<file path="config.mk">
export PLATFORM = sky130hd
export DESIGN_NAME = addr_win_decoder
export DESIGN_NICKNAME = d
export VERILOG_FILES = /design/src/rtl/awd_pkg.sv /design/src/rtl/awd_regfile.sv /design/src/rtl/awd_win_match.sv /design/src/rtl/awd_prio_pick.sv /design/src/rtl/addr_win_decoder.sv
export SDC_FILE = /design/constraint.sdc
export NUM_CORES = 1
export LEC_CHECK = 0
export ABC_AREA = 1
export BUFFER_PORTS_ARGS = -buffer_cell sky130_fd_sc_hd__buf_2
export CORE_AREA = 2 2 353 180
export CTS_CLUSTER_SIZE = 24
export DETAILED_ROUTE_END_ITERATION = 10
export DIE_AREA = 0 0 355 182
export PLACE_DENSITY_LB_ADDON = 0.12
export SLEW_MARGIN = 20
export SYNTH_ARGS = -nofsm -noshare
export SYNTH_HDL_FRONTEND = slang
export SYNTH_SLANG_ARGS = --single-unit
</file>
<file path="constraint.sdc">
create_clock -name clk -period 9.9 [get_ports clk]
set_input_delay 1.98 -clock clk [delete_from_list [all_inputs] [get_ports clk]]
set_output_delay 1.98 -clock clk [all_outputs]
set_load 0.03 [all_outputs]
</file>
<file path="src/rtl/awd_pkg.sv">
package awd_pkg;
  // Register slot inside one window's 16-byte block
  typedef enum logic [1:0] {
    SLOT_CTRL = 2'd0,
    SLOT_SEC  = 2'd1,
    SLOT_LO   = 2'd2,
    SLOT_HI   = 2'd3
  } slot_e;

  localparam int CTRL_EN_BIT  = 0;
  localparam int CTRL_TGT_LSB = 4;
  localparam int SEC_WS_BIT   = 0;
  localparam int SEC_RS_BIT   = 1;
  localparam int PG_REG_LSB   = 4;   // page field starts at this register bit
  localparam int PG_SHIFT     = 20;  // 1 MB granularity
endpackage

</file>
<file path="src/rtl/awd_regfile.sv">
module awd_regfile
  import awd_pkg::*;
#(
  parameter int NUM_WIN = 8,
  parameter int WIN_W   = 3,
  parameter int TGT_W   = 4,
  parameter int PG_W    = 28,
  parameter int DATA_W  = 32,
  parameter int RA_W    = 9
) (
  input  logic                            clk,
  input  logic                            rst_n,
  input  logic                            reg_sel,
  input  logic                            reg_en,
  input  logic                            reg_write,
  input  logic [RA_W-1:0]                 reg_addr,
  input  logic [DATA_W-1:0]               reg_wdata,
  output logic [DATA_W-1:0]               reg_rdata,
  output logic [NUM_WIN-1:0]              win_en,
  output logic [NUM_WIN-1:0][TGT_W-1:0]   win_tgt,
  output logic [NUM_WIN-1:0]              win_ws,
  output logic [NUM_WIN-1:0]              win_rs,
  output logic [NUM_WIN-1:0][PG_W-1:0]    win_lo,
  output logic [NUM_WIN-1:0][PG_W-1:0]    win_hi,
  output logic [TGT_W-1:0]                dflt_tgt
);
  localparam int IDX_W = RA_W - 5;

  logic [IDX_W-1:0] idx;
  logic [WIN_W-1:0] idx_s;
  slot_e            slot;
  logic             is_glob, idx_ok, acc_wr, wr_win, wr_glob, wr_oob;

  assign idx     = reg_addr[RA_W-2:4];
  assign idx_s   = idx[WIN_W-1:0];
  assign slot    = slot_e'(reg_addr[3:2]);
  assign is_glob = reg_addr[RA_W-1];
  assign idx_ok  = (32'(idx) < NUM_WIN);
  assign acc_wr  = reg_sel & reg_en & reg_write;
  assign wr_win  = acc_wr & ~is_glob & idx_ok;
  assign wr_glob = acc_wr & is_glob;
  assign wr_oob  = acc_wr & ~is_glob & ~idx_ok;

  for (genvar w = 0; w < NUM_WIN; w++) begin : g_win
    logic sel_w;
    assign sel_w = wr_win && (32'(idx) == w);
    always_ff @(posedge clk or negedge rst_n) begin
      if (!rst_n) begin
        win_en[w]  <= (w == 0);
        win_tgt[w] <= '0;
        win_ws[w]  <= 1'b0;
        win_rs[w]  <= 1'b0;
        win_lo[w]  <= '0;
        win_hi[w]  <= '0;
      end else if (sel_w) begin
        case (slot)
          SLOT_CTRL: begin
            win_en[w]  <= reg_wdata[CTRL_EN_BIT];
            win_tgt[w] <= reg_wdata[CTRL_TGT_LSB +: TGT_W];
          end
          SLOT_SEC: begin
            win_ws[w] <= reg_wdata[SEC_WS_BIT];
            win_rs[w] <= reg_wdata[SEC_RS_BIT];
          end
          SLOT_LO: win_lo[w] <= reg_wdata[PG_REG_LSB +: PG_W];
          default: win_hi[w] <= reg_wdata[PG_REG_LSB +: PG_W];
        endcase
      end
    end
  end

  always_ff @(posedge clk or negedge rst_n) begin
    if (!rst_n)       dflt_tgt <= '0;
    else if (wr_glob) dflt_tgt <= reg_wdata[TGT_W-1:0];
  end

  always_comb begin
    reg_rdata = '0;
    if (is_glob) begin
      reg_rdata[TGT_W-1:0] = dflt_tgt;
    end else if (idx_ok) begin
      case (slot)
        SLOT_CTRL: begin
          reg_rdata[CTRL_EN_BIT]               = win_en[idx_s];
          reg_rdata[CTRL_TGT_LSB +: TGT_W]     = win_tgt[idx_s];
        end
        SLOT_SEC: begin
          reg_rdata[SEC_WS_BIT] = win_ws[idx_s];
          reg_rdata[SEC_RS_BIT] = win_rs[idx_s];
        end
        SLOT_LO: reg_rdata[PG_REG_LSB +: PG_W] = win_lo[idx_s];
        default: reg_rdata[PG_REG_LSB +: PG_W] = win_hi[idx_s];
      endcase
    end
  end


  glob_wr_chk: assert property (@(posedge clk) disable iff (!rst_n)
    wr_glob |=> dflt_tgt == $past(reg_wdata[TGT_W-1:0]));


  oob_ignored_chk: assert property (@(posedge clk) disable iff (!rst_n)
    wr_oob |=> ($stable(win_en) && $stable(win_tgt) && $stable(win_ws) &&
                $stable(win_rs) && $stable(win_lo) && $stable(win_hi)));
endmodule

</file>
<file path="src/rtl/awd_win_match.sv">
module awd_win_match #(
  parameter int PG_W = 28
) (
  input  logic            en,
  input  logic [PG_W-1:0] lo,
  input  logic [PG_W-1:0] hi,
  input  logic [PG_W-1:0] pg,
  output logic            hit
);
  function automatic logic in_span(input logic [PG_W-1:0] p, l, h);
    return (p >= l) && (p <= h);
  endfunction

  assign hit = en & in_span(pg, lo, hi);
endmodule

</file>
<file path="src/rtl/awd_prio_pick.sv">
module awd_prio_pick #(
  parameter int N     = 8,
  parameter int IDX_W = 3
) (
  input  logic [N-1:0]     req,
  output logic             any,
  output logic [IDX_W-1:0] idx
);
  always_comb begin
    any = 1'b0;
    idx = '0;
    for (int i = N - 1; i >= 0; i--) begin
      if (req[i]) begin
        any = 1'b1;
        idx = IDX_W'(i);
      end
    end
  end
endmodule

</file>
<file path="src/rtl/addr_win_decoder.sv">
module addr_win_decoder
  import awd_pkg::*;
#(
  parameter int ADDR_W  = 48,
  parameter int NUM_WIN = 8,
  parameter int TGT_W   = 4,
  parameter int DATA_W  = 32,
  parameter int RA_W    = 9
) (
  input  logic                                       clk,
  input  logic                                       rst_n,
  input  logic                                       reg_sel,
  input  logic                                       reg_en,
  input  logic                                       reg_write,
  input  logic [RA_W-1:0]                            reg_addr,
  input  logic [DATA_W-1:0]                          reg_wdata,
  output logic [DATA_W-1:0]                          reg_rdata,
  input  logic [ADDR_W-1:0]                          dec_addr,
  input  logic                                       dec_write,
  input  logic                                       dec_secure,
  output logic [TGT_W-1:0]                           dec_target,
  output logic                                       dec_hit,
  output logic [((NUM_WIN > 1) ? $clog2(NUM_WIN) : 1)-1:0] dec_win,
  output logic                                       dec_sec_err
);
  localparam int WIN_W = (NUM_WIN > 1) ? $clog2(NUM_WIN) : 1;
  localparam int PG_W  = ADDR_W - PG_SHIFT;

  logic [NUM_WIN-1:0]            win_en, win_ws, win_rs, match_vec;
  logic [NUM_WIN-1:0][TGT_W-1:0] win_tgt;
  logic [NUM_WIN-1:0][PG_W-1:0]  win_lo, win_hi;
  logic [TGT_W-1:0]              dflt_tgt;
  logic [PG_W-1:0]               dec_pg;
  logic                          any_hit;
  logic [WIN_W-1:0]              pick;

  function automatic logic [PG_W-1:0] page_of(input logic [ADDR_W-1:0] a);
    return a[ADDR_W-1:PG_SHIFT];
  endfunction

  function automatic logic sec_violation(input logic wr, sec, ws, rs);
    return !sec && (wr ? ws : rs);
  endfunction

  awd_regfile #(
    .NUM_WIN(NUM_WIN), .WIN_W(WIN_W), .TGT_W(TGT_W),
    .PG_W(PG_W), .DATA_W(DATA_W), .RA_W(RA_W)
  ) u_regs (
    .clk(clk), .rst_n(rst_n),
    .reg_sel(reg_sel), .reg_en(reg_en), .reg_write(reg_write),
    .reg_addr(reg_addr), .reg_wdata(reg_wdata), .reg_rdata(reg_rdata),
    .win_en(win_en), .win_tgt(win_tgt), .win_ws(win_ws), .win_rs(win_rs),
    .win_lo(win_lo), .win_hi(win_hi), .dflt_tgt(dflt_tgt)
  );

  assign dec_pg = page_of(dec_addr);

  for (genvar w = 0; w < NUM_WIN; w++) begin : g_match
    awd_win_match #(.PG_W(PG_W)) u_match (
      .en(win_en[w]), .lo(win_lo[w]), .hi(win_hi[w]),
      .pg(dec_pg), .hit(match_vec[w])
    );
  end

  awd_prio_pick #(.N(NUM_WIN), .IDX_W(WIN_W)) u_pick (
    .req(match_vec), .any(any_hit), .idx(pick)
  );

  assign dec_hit     = any_hit;
  assign dec_win     = pick;
  assign dec_target  = any_hit ? win_tgt[pick] : dflt_tgt;
  assign dec_sec_err = any_hit &&
                       sec_violation(dec_write, dec_secure, win_ws[pick], win_rs[pick]);


  lowest_win_chk: assert property (@(posedge clk) disable iff (!rst_n)
    dec_hit |-> (match_vec & ((NUM_WIN'(1) << dec_win) - NUM_WIN'(1))) == '0);


  hit_target_chk: assert property (@(posedge clk) disable iff (!rst_n)
    dec_hit |-> (win_en[dec_win] && dec_target == win_tgt[dec_win]));


  hit_range_chk: assert property (@(posedge clk) disable iff (!rst_n)
    dec_hit |-> (dec_addr[ADDR_W-1:PG_SHIFT] >= win_lo[dec_win] &&
                 dec_addr[ADDR_W-1:PG_SHIFT] <= win_hi[dec_win]));


  miss_default_chk: assert property (@(posedge clk) disable iff (!rst_n)
    !dec_hit |-> (dec_target == dflt_tgt && dec_win == '0 && !dec_sec_err));


  secure_no_err_chk: assert property (@(posedge clk) disable iff (!rst_n)
    dec_secure |-> !dec_sec_err);
endmodule

</file>
==> After elaboration in Yosys (flattened, before gate mapping) <==
Index checks and enable logic that the tools add are counted.
{ "totals": {"elab_cells": 192, "input_bits": 96, "out_inout_bits": 41, "reg_bits": 508} }
{ "op_classes": {"order_cmp": 19, "n_bitwise": 15, "reduce_logical": 55, "muxes": 45, "n_eq_ne": 9} }
{ "ops": {"columns": ["op", "count"], "rows": [
  ["$ge A28 B28 Y1", 8],
  ["$le A28 B28 Y1", 8],
  ["$bmux W28 S3", 2],
  ["$mux W28", 4],
  ["$reduce_and A2 Y1", 32],
  ["$pmux W24 S2", 1],
  ["$bmux W4 S3", 2],
  ["$mux W3", 8],
  ["$logic_and A1 B1 Y1", 18],
  ["$eq A4 B3 Y1 const B", 4],
  ["$bmux W1 S3", 5],
  ["$mux W1", 15],
  ["$and A1 B1 Y1", 13],
  ["$mux W4", 3],
  ["$pmux W4 S3", 1],
  ["$eq A4 B2 Y1 const B", 2],
  ["$lt A3 B4 Y1 const B", 2],
  ["$mux W2", 3],
  ["$eq A4 B1 Y1 const B", 1],
  ["$logic_not A4 Y1", 1],
  ["$lt A4 B4 Y1 const B", 1],
  ["$reduce_or A3 Y1", 1],
  ["$eq A2 B1 Y1 const B", 1],
  ["$eq A2 B2 Y1 const B", 1],
  ["5 further kinds", 6]
]} }

==> Depth between registers and ports, before layout <==
{ "logic_depth": {"word_depth": 16, "depth_mapped": 27, "mapped_depth_nobuf": 26} }

==> Hierarchy <==
A second synthesis with hierarchy kept.
{ "unflattened": {"cells_unflattened": 5212, "area_unflattened_um2": 37176.9} }
{ "modules_own_cells": {"columns": ["mod", "area_per_inst_um2", "seq_area_each_um2", "n_inst", "cells_per_inst"], "rows": [
  ["awd_regfile", 23699.0, 12713.4, 1, 2978],
  ["awd_win_match", 1599.0, 0.0, 8, 262],
  ["addr_win_decoder", 586.8, 0.0, 1, 116],
  ["awd_prio_pick", 98.8, 0.0, 1, 22]
]} }

==> Worst setup path before layout <==
OpenSTA, ideal clock, no wires.
{ "synth_path": {"path_kind": "input-to-output", "start": "input port dec_addr[20]", "end": "output port dec_sec_err", "t_required_ns": 7.920, "t_arrival_ns": 4.390, "n_path_buf": 1, "setup_slack_ns": 3.530, "cell_stages": 17, "path_cell_list": "inv_1 -> ha_1 -> inv_1 -> a21oi_1 -> o21ai_0 -> a21oi_1 -> nor2_1 -> o21ai_0 -> nand3_1 -> nand3_2 -> buf_4 -> nand4_2 -> inv_2 -> nand3_1 -> nand3_1 -> nand2_1 -> nor2_1"} }
{ "synth_via": {"elab_chain_cells": 16, "elab_cells_between_ends": 55, "cone_classes": "order compare: 16; mux: 21; bitwise: 8; reduce/logical: 10"} }
{ "synth_lines": {"columns": ["element", "line", "text"], "rows": [
  ["start, declared", "addr_win_decoder.sv:18", "input logic [ADDR_W-1:0] dec_addr,"],
  ["$ge A28 B28 Y1 / $le A28 B28 Y1 (equally long branches)", "awd_win_match.sv:11", "return (p >= l) && (p <= h);"],
  ["$logic_and A1 B1 Y1", "awd_win_match.sv:11", null],
  ["$and A1 B1 Y1", "awd_win_match.sv:14", "assign hit = en & in_span(pg, lo, hi);"],
  ["$mux W3 (7 in series)", "awd_prio_pick.sv:13", "if (req[i]) begin"],
  ["$mux W3 (*)", "awd_prio_pick.sv:13", null],
  ["net dec_win (one bit)", "addr_win_decoder.sv:23", "output logic [((NUM_WIN > 1) ? $clog2(NUM_WIN) : 1)-1:0] dec_win,"],
  ["$bmux W1 S3", "addr_win_decoder.sv:73", "sec_violation(dec_write, dec_secure, win_ws[pick], win_rs[pick]);"],
  ["$mux W1 (implied by the code)", "addr_win_decoder.sv:73", null],
  ["$mux W1 (*)", "addr_win_decoder.sv:42", "return !sec && (wr ? ws : rs);"],
  ["$logic_and A1 B1 Y1 (*)", "addr_win_decoder.sv:42", null],
  ["$logic_and A1 B1 Y1 (*)", "addr_win_decoder.sv:72", "assign dec_sec_err = any_hit &&"],
  ["end, declared", "addr_win_decoder.sv:24", "output logic dec_sec_err"]
]} }
The timed path passes the listed nets; every way through them passes the cells marked *. The select of a mux whose other input is x is not followed.

==> Worst setup path in the final report <==
{ "layout_path": {"start": "input port dec_addr[45]", "end": "output port dec_target[3]"} }
{ "layout_via": {"elab_chain_cells": 14, "elab_cells_between_ends": 51, "cone_classes": "order compare: 16; mux: 19; bitwise: 8; reduce/logical: 8"} }
{ "layout_lines": {"columns": ["element", "line", "text"], "rows": [
  ["$ge A28 B28 Y1 / $le A28 B28 Y1 (equally long branches)", "awd_win_match.sv:11", null],
  ["$logic_and A1 B1 Y1", "awd_win_match.sv:11", null],
  ["$and A1 B1 Y1", "awd_win_match.sv:14", null],
  ["$mux W3 (8 in series)", "awd_prio_pick.sv:13", null],
  ["$bmux W4 S3", "addr_win_decoder.sv:71", "assign dec_target = any_hit ? win_tgt[pick] : dflt_tgt;"],
  ["$mux W4 (implied by the code)", "addr_win_decoder.sv:71", null],
  ["$mux W4 (*)", "addr_win_decoder.sv:71", null],
  ["end, declared", "addr_win_decoder.sv:21", "output logic [TGT_W-1:0] dec_target,"]
]} }
Every way passes the cells marked *; elsewhere a longest branch is shown, timed or not. The select of a mux whose other input is x is not followed.

==> impl_metrics.json <==
{
  "finalWorstSetupSlack_ps": 1380,
  "nNetsFinal": 4832,
  "path_common_cell": "nand2_1",
  "worstHoldStart": "u_regs.win_lo[141]$_DFFE_PN0P_",
  "die_h_um": 182,
  "grt-ovfl-total": 0,
  "synth_ff_type": "dfrtp_1",
  "synthArstFlopShare": 1.00,
  "via_per_inst": 6.09,
  "syn_area_um2": 33700,
  "die-width_um": 355,
  "synthCells": 4291,
  "worstHoldPathType": "reg -> reg",
  "synth_edf_count": 0,
  "synth_most_common_cell": "nand2_1",
  "drive_gt1_frac": 0.0688,
  "synth_cell_types": 53,
  "crit_required_ps": 7920,
  "fin_crit_ps": 8520,
  "vias": 31500,
  "synth_warnings": 0,
  "cts_buffer_depth": 3,
  "synthTopCellsByCount": "nand2_1 (983), o21ai_0 (606), inv_1 (565)",
  "dp_hpwl_mm": 87.2,
  "setup_viol": 0,
  "slew_headroom": 0.233,
  "ant_nets": 0,
  "cp_top_family": "compound AO/OA/AOI/OAI gates",
  "clk_pin_slew_ps": 60,
  "skew_ps": 0,
  "worst_pin_slew_ps": 1140,
  "post_cts.repair.setup_buffers": 0,
  "cts_root_buffer": "clkbuf_16",
  "clk_latency_ps": 610,
  "final_max_slew_viol_count": 0,
  "htree_levels": 2,
  "setup_tns_ps": 0,
  "power_density_nw_per_um2": 135,
  "core_area_um2": 62000,
  "maxCapViolations": 0,
  "crit_path_end_kind": "output pin",
  "outcome": "finished clean",
  "yosysTopAreaCellShare": 0.377,
  "io_buffers": 114,
  "worstSetupPathType": "in -> out",
  "drt_wl_total_mm": 127,
  "start_util": 0.543,
  "grt_max_degree": 151,
  "drt_iter0_drc": 4224,
  "cp_num_buf_inv": 3,
  "synthToLayoutAreaGrowth_pct": 8.99,
  "grt_first_pass_wirelength_mm": 188,
  "cts_made_buffers": 50,
  "antennaDiodeCount": 0,
  "clock.fmax_ghz": 0.117,
  "io_pins": 137,
  "route.detailed.drc": 0,
  "synth_seq_area_share": 0.378,
  "place_ws_ps": 1780,
  "drtPass1Iterations": 6,
  "dieArea_um2": 64600,
  "startpoint_type": "input pin",
  "ys_seq_elements": 508,
  "yosysTopAreaCell": "dfrtp_1",
  "gp_congestion": 1.04,
  "finalCritPeriodShare": 0.860,
  "track_usage": 0.392,
  "finalHoldViolCount": 0,
  "clock-sinks": 508,
  "fill_cells": 5690,
  "cp_slowest_cell": "a21oi_2",
  "ir_drop_mv": 0.152,
  "rr_startpoint": "u_regs.win_en[0]$_DFFE_PN1P_",
  "syn_nets": 4835,
  "core.rowCount": 65,
  "crit_chain": "buf_2 > ha_1 > a21oi_1 > nor2_1 > a211oi_1 > o21ai_0 > a21oi_1 > nand2_1 > nand2_1 > nand3_1 > nand2_1 > inv_2 > a21oi_2 > o211ai_1 > nand3_1 > nand3_1 > nand2_1 > buf_2",
  "antenna_found_initial": 3,
  "cellLeakagePower_nw": 16.1,
  "rsz0062_at_grt": "no",
  "path_max_fanout": 16,
  "cpPeakStageDelay_ps": 650,
  "wl_per_cell_um": 24.6,
  "cts_resized": 0,
  "startpoint": "dec_addr[45]",
  "grt_pass1_vias": 28600,
  "arrival_ps": 6540,
  "syn_area_per_cell_um2": 7.84,
  "ctsHoldBuffers": 0,
  "cts_tree": "done",
  "synthTopCellsByArea": "dfrtp_1 (38%), ha_1 (17%), nand2_1 (11%)"
}
## routing by layer
metal  up-vias  share of wire  global-route usage
met5         -         0.0017              0.0222
met4         6          0.025              0.0959
met3       199           0.17               0.174
met2      1964           0.35               0.471
met1     14800           0.45               0.613
li1      14500              -                   -
## worst min-delay path, stage by stage (launching register included)
cell	delay, ps
dfrtp_1	340
nand2_1	50
o21ai_0	60
## path summary, 6_finish.rpt
path                                                  end  slack (ps)  cells past startpoint
max                                         dec_target[3]        1380                     18
min                        u_regs.win_lo[141]$_DFFE_PN0P_         480                      2
max reg2reg                  u_regs.win_en[0]$_DFFE_PN1P_        9100                      2
min reg2reg                u_regs.win_lo[141]$_DFFE_PN0P_         480                      2
max in group asynchronous   u_regs.win_tgt[1]$_DFFE_PN0P_        6640                      3
min in group asynchronous  u_regs.win_hi[210]$_DFFE_PN0P_        1420                      1
## placed cells by master (no fill, tap or decap), types with 19 or more instances in the layout
cell       instances
buf_2            113
o211ai_1          61
o2111ai_1         24
nor3_1            28
nor2_1           120
clkbuf_16         53
nand2_1          979
inv_1            565
buf_4             41
nand4_1           63
a21oi_1          228
o21ai_0          603
ha_1             448
nand3_2           19
nand3_1          124
dfrtp_1          507
o22ai_1          136
## power by group
part           internal, mW  leakage [nW]  switching [mW]
logic                 0.201          8.15           0.517
registers              2.11          7.07          0.0272
clock network          1.18         0.866           0.902
total                  3.49          16.1            1.45
## area by class of cell
cell class,count,area (um^2),area share
multi-input combinational,2996,18100,0.492
sequential,508,12700,0.347
inverter,573,2150,0.0587
clock buffer,78,1560,0.0425
tap,837,1050,0.0286
timing repair buffer,159,968,0.0264
clock inverter,15,175,0.00478
## sequential cells by signal, indices dropped and copies added, names as in the netlist
signal,count
u_regs.dflt_tgt,4
u_regs.win_en,8
u_regs.win_hi,224
u_regs.win_lo,224
u_regs.win_rs,8
u_regs.win_tgt,32
u_regs.win_ws,8
## metrics by stage
stage | instances | instance area (um^2) | util | power, mW | hold WS [ps]
floorplan | 4291 | 33700 | - | 2.54 | 453
global placement | 5073 | 34900 | 0.564 | 2.85 | 465
detailed placement | 5073 | 34900 | 0.564 | 2.86 | 472
CTS | 5166 | 36700 | 0.592 | 4.91 | 487
global route | 5166 | 36700 | 0.592 | 5.09 | 505
finish | 5166 | 36700 | 0.592 | 4.94 | 483
## cells by family after synthesis
group,synth area share
flops,0.378
compound gates,0.197
buf+inv,0.0890
simple gates,0.169
fa+ha+maj,0.167
mux,0.000669
(Power assumes the default switching activity.)
